===== config.mk =====
export PLATFORM = sky130hd
export DESIGN_NAME = rtcal_core
export DESIGN_NICKNAME = d
export VERILOG_FILES = /design/src/rtl/rtcal_pkg.sv /design/src/rtl/rtcal_bcd_step.sv /design/src/rtl/rtcal_hour_step.sv /design/src/rtl/rtcal_month_len.sv /design/src/rtl/rtcal_core.sv
export SDC_FILE = /design/constraint.sdc
export NUM_CORES = 1
export LEC_CHECK = 0
export BUFFER_PORTS_ARGS = -buffer_cell sky130_fd_sc_hd__buf_2
export CORE_MARGIN = 2
export CORE_UTILIZATION = 40
export CTS_CLUSTER_DIAMETER = 100
export CTS_CLUSTER_SIZE = 8
export DETAILED_ROUTE_END_ITERATION = 7
export MAX_ROUTING_LAYER = met4
export SLEW_MARGIN = 20
export SYNTH_ARGS = -nofsm -noshare
export SYNTH_HDL_FRONTEND = slang
export SYNTH_HIERARCHICAL = 1
export SYNTH_SLANG_ARGS = --single-unit

===== constraint.sdc =====
create_clock -name clk -period 6.2 [get_ports clk]
set_clock_uncertainty 0.05 [all_clocks]
set_input_delay 0.93 -clock clk [delete_from_list [all_inputs] [get_ports clk]]
set_output_delay 0.93 -clock clk [all_outputs]
set_load 0.01 [all_outputs]

===== src/rtl/rtcal_pkg.sv =====
package rtcal_pkg;

  localparam int FIELD_CNT  = 7;
  localparam int BYTE_W     = 8;
  localparam int IDX_W      = $clog2(FIELD_CNT);

  localparam int PM_BIT     = 5;
  localparam int CENT_BIT   = 7;
  localparam int MODE24_BIT = 5;
  localparam int STOP_BIT   = 4;

  typedef enum int {
    F_SEC  = 0,
    F_MIN  = 1,
    F_HOUR = 2,
    F_WDAY = 3,
    F_DAY  = 4,
    F_MON  = 5,
    F_YEAR = 6
  } field_e;

  function automatic logic [BYTE_W-1:0] field_mask(int idx);
    case (idx)
      F_SEC, F_MIN: return 8'h7F;
      F_HOUR, F_DAY: return 8'h3F;
      F_WDAY:       return 8'h07;
      F_MON:        return 8'h9F;
      default:      return 8'hFF;
    endcase
  endfunction

  function automatic logic [BYTE_W-1:0] field_init(int idx);
    case (idx)
      F_DAY:   return 8'h01;
      F_MON:   return 8'h81;
      default: return 8'h00;
    endcase
  endfunction

  function automatic logic [BYTE_W-1:0] bcd_inc(logic [BYTE_W-1:0] v);
    if (v[3:0] >= 4'd9) return {v[7:4] + 4'd1, 4'h0};
    return v + 8'd1;
  endfunction

endpackage


===== src/rtl/rtcal_bcd_step.sv =====
module rtcal_bcd_step
  import rtcal_pkg::*;
(
  input  logic              en_i,
  input  logic [BYTE_W-1:0] val_i,
  input  logic [BYTE_W-1:0] lo_i,
  input  logic [BYTE_W-1:0] hi_i,
  output logic [BYTE_W-1:0] nxt_o,
  output logic              carry_o
);

  always_comb begin
    nxt_o   = val_i;
    carry_o = 1'b0;
    if (en_i) begin
      if (val_i >= hi_i) begin
        nxt_o   = lo_i;
        carry_o = 1'b1;
      end else begin
        nxt_o = bcd_inc(val_i);
      end
    end
  end

endmodule


===== src/rtl/rtcal_hour_step.sv =====
module rtcal_hour_step
  import rtcal_pkg::*;
(
  input  logic              en_i,
  input  logic              mode24_i,
  input  logic [BYTE_W-1:0] val_i,
  output logic [BYTE_W-1:0] nxt_o,
  output logic              carry_o
);

  logic [4:0] h12;
  logic       pm;

  assign h12 = val_i[4:0];
  assign pm  = val_i[PM_BIT];

  always_comb begin
    nxt_o   = val_i;
    carry_o = 1'b0;
    if (en_i) begin
      if (mode24_i) begin
        if (val_i >= 8'h23) begin
          nxt_o   = 8'h00;
          carry_o = 1'b1;
        end else begin
          nxt_o = bcd_inc(val_i);
        end
      end else begin
        if (h12 >= 5'h12) begin
          nxt_o = {2'b00, pm, 5'h01};
        end else if (h12 == 5'h11) begin
          nxt_o   = {2'b00, ~pm, 5'h12};
          carry_o = pm;
        end else begin
          nxt_o = {2'b00, pm, 5'(bcd_inc({3'b000, h12}))};
        end
      end
    end
  end

endmodule


===== src/rtl/rtcal_month_len.sv =====
module rtcal_month_len
  import rtcal_pkg::*;
(
  input  logic [4:0]        month_i,
  input  logic [BYTE_W-1:0] year_i,
  output logic [BYTE_W-1:0] last_day_o
);

  logic [3:0] tens;
  logic [3:0] ones;
  logic       leap;

  assign tens = year_i[7:4];
  assign ones = year_i[3:0];

  always_comb begin
    if (!tens[0]) leap = (ones == 4'd0) || (ones == 4'd4) || (ones == 4'd8);
    else          leap = (ones == 4'd2) || (ones == 4'd6);
  end

  always_comb begin
    case (month_i)
      5'h02:                      last_day_o = leap ? 8'h29 : 8'h28;
      5'h04, 5'h06, 5'h09, 5'h11: last_day_o = 8'h30;
      default:                    last_day_o = 8'h31;
    endcase
  end

endmodule


===== src/rtl/rtcal_core.sv =====
module rtcal_core
  import rtcal_pkg::*;
#(
  parameter int ADDR_W    = 4,
  parameter int MODE_ADDR = 14,
  parameter int STAT_ADDR = 15
) (
  input  logic                        clk,
  input  logic                        rst,
  input  logic                        tick_i,
  input  logic                        osc_fail_i,
  input  logic                        wr_en_i,
  input  logic [ADDR_W-1:0]           wr_addr_i,
  input  logic [BYTE_W-1:0]           wr_data_i,
  input  logic                        load_i,
  input  logic [FIELD_CNT*BYTE_W-1:0] load_data_i,
  input  logic [ADDR_W-1:0]           rd_addr_i,
  output logic [BYTE_W-1:0]           rd_data_o
);

  localparam int FLAT_W = FIELD_CNT * BYTE_W;

  logic [BYTE_W-1:0] time_q [FIELD_CNT];
  logic [BYTE_W-1:0] step_d [FIELD_CNT];
  logic [FLAT_W-1:0] time_flat;
  logic              mode24_q;
  logic              stop_q;

  logic host_act;
  logic run_tick;
  logic c_sec, c_min, c_hour, c_day, c_mon, c_year;
  logic [BYTE_W-1:0] day_last;
  logic [BYTE_W-1:0] mon_nxt;

  assign host_act = wr_en_i | load_i;
  assign run_tick = tick_i & ~stop_q & ~host_act;

  // counting chain
  rtcal_bcd_step u_sec (
    .en_i(run_tick), .val_i(time_q[F_SEC]), .lo_i(8'h00), .hi_i(8'h59),
    .nxt_o(step_d[F_SEC]), .carry_o(c_sec)
  );

  rtcal_bcd_step u_min (
    .en_i(c_sec), .val_i(time_q[F_MIN]), .lo_i(8'h00), .hi_i(8'h59),
    .nxt_o(step_d[F_MIN]), .carry_o(c_min)
  );

  rtcal_hour_step u_hour (
    .en_i(c_min), .mode24_i(mode24_q), .val_i(time_q[F_HOUR]),
    .nxt_o(step_d[F_HOUR]), .carry_o(c_hour)
  );

  logic c_wday_unused;
  rtcal_bcd_step u_wday (
    .en_i(c_hour), .val_i(time_q[F_WDAY]), .lo_i(8'h00), .hi_i(8'h06),
    .nxt_o(step_d[F_WDAY]), .carry_o(c_wday_unused)
  );

  rtcal_month_len u_len (
    .month_i(time_q[F_MON][4:0]), .year_i(time_q[F_YEAR]), .last_day_o(day_last)
  );

  rtcal_bcd_step u_day (
    .en_i(c_hour), .val_i(time_q[F_DAY]), .lo_i(8'h01), .hi_i(day_last),
    .nxt_o(step_d[F_DAY]), .carry_o(c_day)
  );

  rtcal_bcd_step u_mon (
    .en_i(c_day), .val_i({3'b000, time_q[F_MON][4:0]}), .lo_i(8'h01), .hi_i(8'h12),
    .nxt_o(mon_nxt), .carry_o(c_mon)
  );

  rtcal_bcd_step u_year (
    .en_i(c_mon), .val_i(time_q[F_YEAR]), .lo_i(8'h00), .hi_i(8'h99),
    .nxt_o(step_d[F_YEAR]), .carry_o(c_year)
  );

  assign step_d[F_MON] = {time_q[F_MON][CENT_BIT] ^ c_year, 2'b00, mon_nxt[4:0]};

  // time registers
  always_ff @(posedge clk) begin
    for (int k = 0; k < FIELD_CNT; k++) begin
      if (rst)
        time_q[k] <= field_init(k);
      else if (load_i)
        time_q[k] <= load_data_i[k*BYTE_W +: BYTE_W] & field_mask(k);
      else if (wr_en_i && wr_addr_i == ADDR_W'(k))
        time_q[k] <= wr_data_i & field_mask(k);
      else
        time_q[k] <= step_d[k];
    end
  end

  generate
    for (genvar g = 0; g < FIELD_CNT; g++) begin : g_flat
      assign time_flat[g*BYTE_W +: BYTE_W] = time_q[g];
    end
  endgenerate

  // control registers
  always_ff @(posedge clk) begin
    if (rst) begin
      mode24_q <= 1'b1;
      stop_q   <= 1'b1;
    end else begin
      if (wr_en_i && wr_addr_i == ADDR_W'(MODE_ADDR))
        mode24_q <= wr_data_i[MODE24_BIT];
      if (osc_fail_i)
        stop_q <= 1'b1;
      else if (wr_en_i && wr_addr_i == ADDR_W'(STAT_ADDR) && !wr_data_i[STOP_BIT])
        stop_q <= 1'b0;
    end
  end

  // read port
  always_ff @(posedge clk) begin
    if (rst) begin
      rd_data_o <= '0;
    end else begin
      rd_data_o <= '0;
      if (rd_addr_i < ADDR_W'(FIELD_CNT))
        rd_data_o <= time_q[rd_addr_i[IDX_W-1:0]];
      else if (rd_addr_i == ADDR_W'(MODE_ADDR))
        rd_data_o[MODE24_BIT] <= mode24_q;
      else if (rd_addr_i == ADDR_W'(STAT_ADDR))
        rd_data_o[STOP_BIT] <= stop_q;
    end
  end

endmodule


==> results of run 1 <==
==> layout make-up <==
cell class	instances	area [µm²]	share of cell area, %
antenna	1	2.50	0.0286
clock buffer	13	293	3.34
clock inverter	3	20.0	0.228
inverter	83	312	3.56
multi-input combinational	817	5610	64.0
sequential	64	1820	20.8
tap	234	293	3.34
timing repair buffer	79	413	4.71
==> final timing paths <==
check	startpoint	endpoint	slack (ns)	cells past startpoint
worst max-delay path	time_q[0][2]	time_q[6][4]	1.39	14
worst min-delay path	stop_q	stop_q	0.50	2
worst min register to register	stop_q	stop_q	0.50	2
worst max register to register	time_q[0][2]	time_q[6][4]	1.39	14
==> flip-flops by register name, indices dropped and copies added, names as in the netlist <==
register and flops:
mode24_q 1, rd_data_o 8, stop_q 1, time_q 54
==> layer usage <==
layer	vias up	GRT usage, %	share of wire [%]
met1	3324	29.6	45
met2	226	37.6	46
met5	-	-	0
met4	0	8.89	3.2
met3	40	3.17	6.0
li1	3518	-	-
==> critical path: stages, from the launching register on <==
cell	delay, ns
edfxtp_1	0.53
ha_1	0.38
nand2_1	0.07
o21ai_2	0.19
a41oi_4	0.31
and2b_2	0.54
and2b_2	0.35
nor2b_1	0.24
nor2b_2	0.26
and2b_2	0.33
and2b_2	0.43
a21bo_2	0.29
a221oi_2	0.25
o21ai_0	0.12
a311oi_1	0.28
==> stage by stage <==
step                      worst slack [ns]  area [µm²]  instances  util [%]  hold slack [ns]
final                                 1.39        8760       1294      47.0            0.501
after global routing                  1.02        8760       1294      47.0            0.509
after CTS                             1.40        8760       1293      47.0            0.496
after detailed placement              1.39        8450       1277      45.3            0.486
after global placement                1.45        8450       1277      45.3            0.456
after floorplan                       1.40        8090       1022         -            0.398
==> power breakdown <==
part           leakage (µW)  internal [µW]  switching [µW]
clock              0.000148            330             218
sequential         0.000627            500            47.4
combinational       0.00296            154             225
==> impl_summary.log, run 1 <==
INFO  metric remaining_drc_errors = 0
INFO  metric final_net_count = 1210
INFO  metric worst_hold_path_type = flip-flop to flip-flop
INFO  metric drt-pass1-iter-count = 5
INFO  metric initial_utilization = just over 40%
INFO  metric timing.max_slew.rel_slack = slightly below 50%
INFO  metric worstSkewPairLatency = about 0.35 ns
INFO  metric grt_antenna_before_repair = 1
INFO  metric grt_pass1_wl = ~35000 µm
INFO  metric netlist_area = between 0.007 and 0.008 mm²
INFO  metric worst_setup_hold_path_clk_slew = roughly 0.06 ns
INFO  metric numClockSinks = 64
INFO  metric globalRouteOverflowTotal = 0
INFO  metric die-area = 0.0200 mm²
INFO  metric synthCells = between 800 and 900
INFO  metric port_buffers = a little over 70
INFO  metric worstPathMaxFanout = 20
INFO  metric dpl.hpwl = ~16000 µm
INFO  metric most-common-layout-cells = 147 x conb_1, 82 x inv_1, 78 x ha_1
INFO  metric final_hold_vios = 0
INFO  metric fillers = roughly 1900
INFO  metric cts-buffers-inserted = 9
INFO  metric worst-slew-pin-transition = between 0.7 and 0.8 ns
INFO  metric outcome = finished clean
INFO  metric total_number_of_h_tree_levels = 3
INFO  metric clock-root-buffer = clkbuf_16
INFO  metric coreArea = roughly 0.019 mm²
INFO  metric startpoint_type = flip-flop
INFO  metric max_freq = between 0.2 and 0.25 GHz
INFO  metric synth_area_per_cell = 8.59 µm²
INFO  metric finalSetupTns = 0 ns
INFO  metric timing.final.crit_share = 77.6%
INFO  metric io_pins = 86
INFO  metric cp-end-kind = flip-flop
INFO  metric cellPowerDensity = between 150 and 200 mW/mm²
INFO  metric crit_arrival = 4.94 ns
INFO  metric detail-route-antenna-nets = 0
INFO  metric cts.hold.buffers_added = 0
INFO  metric dr_total_vias = slightly above 7000
INFO  metric total_power = ~1500 µW
INFO  metric setup_viol = 0
INFO  metric die_w = ~140 µm
INFO  metric height_of_the_chip = between 100 and 150 µm
INFO  metric flow.area_growth_from_synthesis = 16.0%
INFO  metric power.leakage = between 0.003 and 0.004 µW
INFO  metric slew_violations = 0
INFO  metric cts_resized = 0
INFO  metric layout-drive-gt1-share = between 10% and 20%
INFO  metric grt_setup_unrepaired = no
INFO  metric tritoncts = built
INFO  metric via_count_of_the_first_global_routing_pass = about 6500
INFO  metric cts_setup_buffers = 0
INFO  metric totalWireLength = roughly 22000 µm
INFO  metric synth_warnings = 6
INFO  metric pin_count_of_the_biggest_net_entering_global_routing = 50
INFO  metric avgViaCountPerCell = ~5.5
INFO  metric irDropWorstVdd = between 0.1 and 0.15 mV
INFO  metric max_cap_viols = 0
INFO  metric gr-usage-all-layers = between 20% and 30%
INFO  metric std_cell_rows = 50
INFO  metric avgRoutedWirePerCell = 17.1 µm
INFO  metric finalCriticalPeriod = approximately 4.8 ns
INFO  metric crit_required = roughly 6.3 ns
INFO  metric replace_congestion = 0.921
INFO  metric clock_tree.buffer_depth = 2
INFO  metric mostFrequentLayoutCell = conb_1
INFO  metric drt_iter0_markers = 578
INFO  metric path_class = flip-flop to flip-flop
Power figures use the tool's default switching activity.
==> inputs of run 2 (changes only) <==
Clock period 6.2 ns to 4.2 ns, I/O delays scaled along.
==> impl_summary.log, run 2 (same netlist as run 1, synthesis figures left out) <==
INFO  metric cts-buffers-inserted = 9
INFO  metric cp-end-kind = flip-flop
INFO  metric cellPowerDensity = 252 mW/mm²
INFO  metric most-common-layout-cells = 147 x conb_1, 81 x inv_1, 76 x ha_1
INFO  metric multi_input_comb_area = ~0.0056 mm²
INFO  metric initial_utilization = ~40%
INFO  metric whs = between 0.4 and 0.5 ns
INFO  metric dr_total_vias = between 6000 and 7000
INFO  metric irDropWorstVdd = roughly 0.19 mV
INFO  metric tritoncts = built
INFO  metric drt_iter0_markers = 540
INFO  metric worstPathMaxFanout = 20
INFO  metric startpoint_type = flip-flop
INFO  metric flow.area_growth_from_synthesis = 17.3%
INFO  metric layout-drive-gt1-share = 16.6%
INFO  metric min_delay_path_depth = 3
INFO  metric antenna_diode_instance_count = 0
INFO  metric cts_setup_buffers = 0
INFO  metric power.leakage = 0.00378 µW
INFO  metric clock_tree.buffer_depth = 2
INFO  metric dpl.hpwl = approximately 16000 µm
INFO  metric gr-usage-all-layers = a little under a quarter
INFO  metric pin_count_of_the_biggest_net_entering_global_routing = 49
INFO  metric fillers = about 1900
INFO  metric die-area = around 0.02 mm²
INFO  metric final_hold_vios = 0
INFO  metric worstSkewPairLatency = between 0.3 and 0.4 ns
INFO  metric cts.hold.buffers_added = 0
INFO  metric regArea = roughly 0.0018 mm²
INFO  metric clock-root-buffer = clkbuf_16
INFO  metric grt_antenna_before_repair = 0
INFO  metric path_class = flip-flop to flip-flop
INFO  metric avgViaCountPerCell = between 5 and 6
INFO  metric crit_arrival = between 3 and 4 ns
INFO  metric port_buffers = 72
INFO  metric worst_hold_path_type = input port to flip-flop
INFO  metric finalCriticalPeriod = 3.67 ns
INFO  metric cp-startpoint = time_q[0][2]
INFO  metric max_freq = about 0.27 GHz
INFO  metric min-delay-start = osc_fail_i
INFO  metric crit_required = ~4.3 ns
INFO  metric placement.cell_area = around 0.0085 mm²
INFO  metric mostFrequentLayoutCell = conb_1
INFO  metric final_cell_count_no_fill = 1300
INFO  metric worst-slew-pin-transition = 0.948 ns
INFO  metric worst_r2r_path_depth = 14
INFO  metric cts_resized = 0
INFO  metric grt_setup_unrepaired = no
INFO  metric std_cell_rows = 50
INFO  metric timing.rr.start = time_q[0][2]
INFO  metric layout.cell_area.non_filler = roughly 0.0089 mm²
INFO  metric height_of_the_chip = 141 µm
INFO  metric via_count_of_the_first_global_routing_pass = ~6300
INFO  metric grt_pass1_wl = 34400 µm
INFO  metric timing.max_slew.rel_slack = between 30% and 40%
INFO  metric numClockSinks = 64
INFO  metric post-place-cells = 1284
INFO  metric largestRegisters = time_q x54, rd_data_o x8
INFO  metric max_cap_viols = 0
INFO  metric worst_setup_hold_path_clk_slew = around 0.060 ns
INFO  metric globalRouteOverflowTotal = 0
INFO  metric coreArea = about 0.019 mm²
INFO  metric remaining_drc_errors = 0
INFO  metric totalWireLength = between 20000 and 25000 µm
INFO  metric drt-pass1-iter-count = 5
INFO  metric total_number_of_h_tree_levels = 3
INFO  metric slew_violations = 0
INFO  metric outcome = finished clean
INFO  metric die_w = between 100 and 150 µm
INFO  metric layout.core_utilization = between 40% and 50%
INFO  metric final_net_count = approximately 1200
INFO  metric top_register = time_q
INFO  metric setup_viol = 0
INFO  metric replace_congestion = just over 0.9
INFO  metric timing.final.crit_share = between 80% and 90%
INFO  metric io_pins = between 80 and 90
INFO  metric avgRoutedWirePerCell = around 17 µm
INFO  metric largest_reg_flops = between 50 and 60
INFO  metric detail-route-antenna-nets = 0
## run 2: path summary, 6_finish.rpt
path	slack (ns)	to
max reg2reg	0.53	time_q[6][4]
max	0.53	time_q[6][4]
min	0.42	stop_q
min reg2reg	0.48	stop_q
## run 2: final cells by class
type	instances	area share [%]
inverters	83	3.52
well taps	234	3.30
flip-flops and latches	64	20.6
clock buffers	10	2.58
multi-input cells	817	63.6
clock inverters	6	1.06
repair buffers	86	5.39
## run 2: where the power goes
group,internal (µW),leakage [µW],switching (µW)
Clock,524,0.000153,340
Sequential,737,0.000627,67.1
Combinational,235,0.00300,334
Total,1500,0.00378,741
## run 2: worst max-delay path: stages (launching register included)
cell and delay [ns]:
edfxtp_1 0.55, ha_4 0.35, nand2_1 0.06, o21ai_2 0.16
a41oi_4 0.12, and2b_2 0.24, and2b_2 0.15, nor2b_4 0.15
nor2b_4 0.19, and2b_2 0.17, and2b_2 0.37, a21bo_2 0.29
a221oi_2 0.24, o21ai_0 0.12, a311oi_1 0.29
## run 2: through the flow
step / setup WS [ns] / power, µW / setup TNS, ns
2_1_floorplan: -0.0311 / 1220 / -0.0311
3_3_place_gp: 0.612 / 1370 / 0
3_5_place_dp: 0.552 / 1380 / 0
4_1_cts: 0.520 / 2240 / 0
5_1_grt: 0.219 / 2350 / 0
6_report: 0.530 / 2240 / 0
## run 2: routing by layer
layer	track usage, %	share of wire [%]
met5	-	0
met4	7.16	2.4
met3	3.10	5.8
met2	36.4	46
met1	30.3	46
==> inputs of run 3 (changes only) <==
Settings changed: PLACE_DENSITY set to 0.68.
==> impl_summary.log, run 3 (same netlist as run 1, synthesis figures left out) <==
INFO  metric critical_path_buf_inv_count = 0
INFO  metric largest_reg_flops = 54
INFO  metric setup_viol = 0
INFO  metric critical-path-slowest-cell = edfxtp_1
INFO  metric timing.rr.end = time_q[6][4]
INFO  metric crit_arrival = 3.98 ns
INFO  metric cts.hold.buffers_added = 0
INFO  metric cts_setup_buffers = 0
INFO  metric cts-buffers-inserted = 9
INFO  metric regArea = 0.00182 mm²
INFO  metric die-area = ~0.020 mm²
INFO  metric layout.cell_area.non_filler = slightly below 0.009 mm²
INFO  metric drt-pass1-iter-count = 4
INFO  metric clock_tree.buffer_depth = 2
INFO  metric cp-end-kind = flip-flop
INFO  metric globalRouteOverflowTotal = 0
INFO  metric std_cell_rows = 50
INFO  metric critPathMostFrequentCell = and2b_2
INFO  metric placement.cell_area = about 0.0085 mm²
INFO  metric crit_required = about 4.3 ns
INFO  metric power.leakage = approximately 0.0038 µW
INFO  metric max_cap_viols = 0
INFO  metric io_pins = between 80 and 90
INFO  metric most-common-layout-cells = 147 x conb_1, 81 x inv_1, 76 x ha_1
INFO  metric initial_utilization = between 40% and 50%
INFO  metric timing.rr.start = time_q[0][2]
INFO  metric mostFrequentLayoutCell = conb_1
INFO  metric whs = between 0.4 and 0.5 ns
INFO  metric pin_count_of_the_biggest_net_entering_global_routing = 50
INFO  metric multi_input_comb_area = ~0.0056 mm²
INFO  metric hold_end = stop_q
INFO  metric critical_path.cell_chain = ha_4 > nand2_1 > o21ai_2 > a41oi_4 > and2b_2 > and2b_2 > nor2b_4 > nor2b_4 > and2b_2 > and2b_2 > a21bo_2 > a221oi_2 > o21ai_0 > a311oi_1
INFO  metric layout.core_utilization = a little under half
INFO  metric detail-route-antenna-nets = 0
INFO  metric top_register = time_q
INFO  metric gr-usage-all-layers = approximately 23%
INFO  metric min_delay_path_depth = 3
INFO  metric grt_setup_unrepaired = no
INFO  metric final_net_count = 1217
INFO  metric worst_setup_hold_path_clk_slew = 0.06 ns
INFO  metric path_class = flip-flop to flip-flop
INFO  metric flow.area_growth_from_synthesis = 17.2%
INFO  metric min-delay-start = osc_fail_i
INFO  metric final_hold_vios = 0
INFO  metric avgViaCountPerCell = around 5.4
INFO  metric max_freq = 0.258 GHz
INFO  metric remaining_drc_errors = 0
INFO  metric total_number_of_h_tree_levels = 3
INFO  metric worst_setup_slack_for_register_to_register_paths = roughly 0.33 ns
INFO  metric port_buffers = between 70 and 80
INFO  metric slew_violations = 0
INFO  metric numClockSinks = 64
INFO  metric timing.final.crit_share = approximately 92%
INFO  metric cts_resized = 0
INFO  metric outcome = finished clean
INFO  metric startpoint_type = flip-flop
INFO  metric worst-slew-pin-transition = 1.02 ns
INFO  metric via_count_of_the_first_global_routing_pass = roughly 6700
INFO  metric tritoncts = built
INFO  metric grt_pass1_wl = between 30000 and 40000 µm
INFO  metric irDropWorstVdd = approximately 0.21 mV
INFO  metric cellPowerDensity = ~250 mW/mm²
INFO  metric worst_r2r_path_depth = 14
INFO  metric drt_iter0_markers = between 400 and 500
INFO  metric replace_congestion = approximately 0.9
INFO  metric crit_path_max_incr_delay = ~0.55 ns
INFO  metric timing.max_slew.rel_slack = around a third
INFO  metric avgRoutedWirePerCell = ~17 µm
INFO  metric worstSkewPairLatency = around 0.36 ns
INFO  metric worst_hold_path_type = input port to flip-flop
INFO  metric coreArea = roughly 0.019 mm²
INFO  metric largestRegisters = time_q x54, rd_data_o x8
INFO  metric worstPathMaxFanout = 20
INFO  metric cp-startpoint = time_q[0][2]
INFO  metric finalCriticalPeriod = slightly below 4 ns
INFO  metric dr_total_vias = approximately 7100
INFO  metric totalWireLength = 21700 µm
INFO  metric fillers = 1821
INFO  metric clock-root-buffer = clkbuf_16
INFO  metric die_w = 141 µm
INFO  metric height_of_the_chip = ~140 µm
INFO  metric dpl.hpwl = roughly 16000 µm
INFO  metric critical-path-top-delay-family = simple AND/OR/NAND/NOR gates
INFO  metric layout-drive-gt1-share = about 17%
INFO  metric grt_antenna_before_repair = 2
[run 3: cell count changes in the layout (fill, tap and decap cells not counted), sizes merged]
cell	previous run	this run
clkbuf	10	15
clkinv	3	0
bufinv	2	0
diode	0	2
[run 3: per-stage QoR]
stage / total power, µW / setup WS [ns] / setup TNS (ns) / std cells
after detailed placement: 1380 / 0.310 / 0 / 1284
after global routing: 2280 / 0.0364 / 0 / 1302
after global placement: 1370 / 0.430 / 0 / 1284
after floorplan: 1220 / -0.0311 / -0.0311 / 1022
after CTS: 2170 / 0.298 / 0 / 1300
final: 2170 / 0.330 / 0 / 1302
[run 3: cell type report]
| cell class | instances | share of cell area [%] |
|---|---|---|
| Tap cell | 234 | 3.31 |
| Clock buffer | 15 | 3.38 |
| Antenna cell | 2 | 0.0565 |
| Inverter | 83 | 3.52 |
| Clock inverter | 1 | 0.0848 |
| Multi-Input combinational cell | 817 | 63.7 |
| Timing Repair Buffer | 86 | 5.40 |
| Sequential cell | 64 | 20.6 |
[run 3: routing by layer]
metal / routed length (µm) / GRT usage (%) / share of wire [%]
met2: 10000 / 36.8 / 46
met3: 1400 / 4.83 / 6.4
met1: 9660 / 28.4 / 44
met5: 0 / - / 0
met4: 621 / 9.00 / 2.9
[run 3: tightest hold or removal path, cell delays in order]
cell and delay (ns):
buf_2 0.08, nor2_1 0.04, nand2_1 0.06
[run 3: power breakdown]
part,internal (µW),total [µW],switching (µW)
registers,738,802,64.5
clock network,485,790,305
logic,236,577,341
[run 3: worst max-delay path by stage]
stage,endpoint,slack (ns),depth (start not counted)
after floorplan,time_q[5][7],-0.03,23
after global placement,time_q[6][4],0.43,14
after detailed placement,time_q[6][4],0.31,14
after CTS,time_q[6][4],0.30,14
after global routing,time_q[6][2],0.04,17
final,time_q[6][4],0.33,14
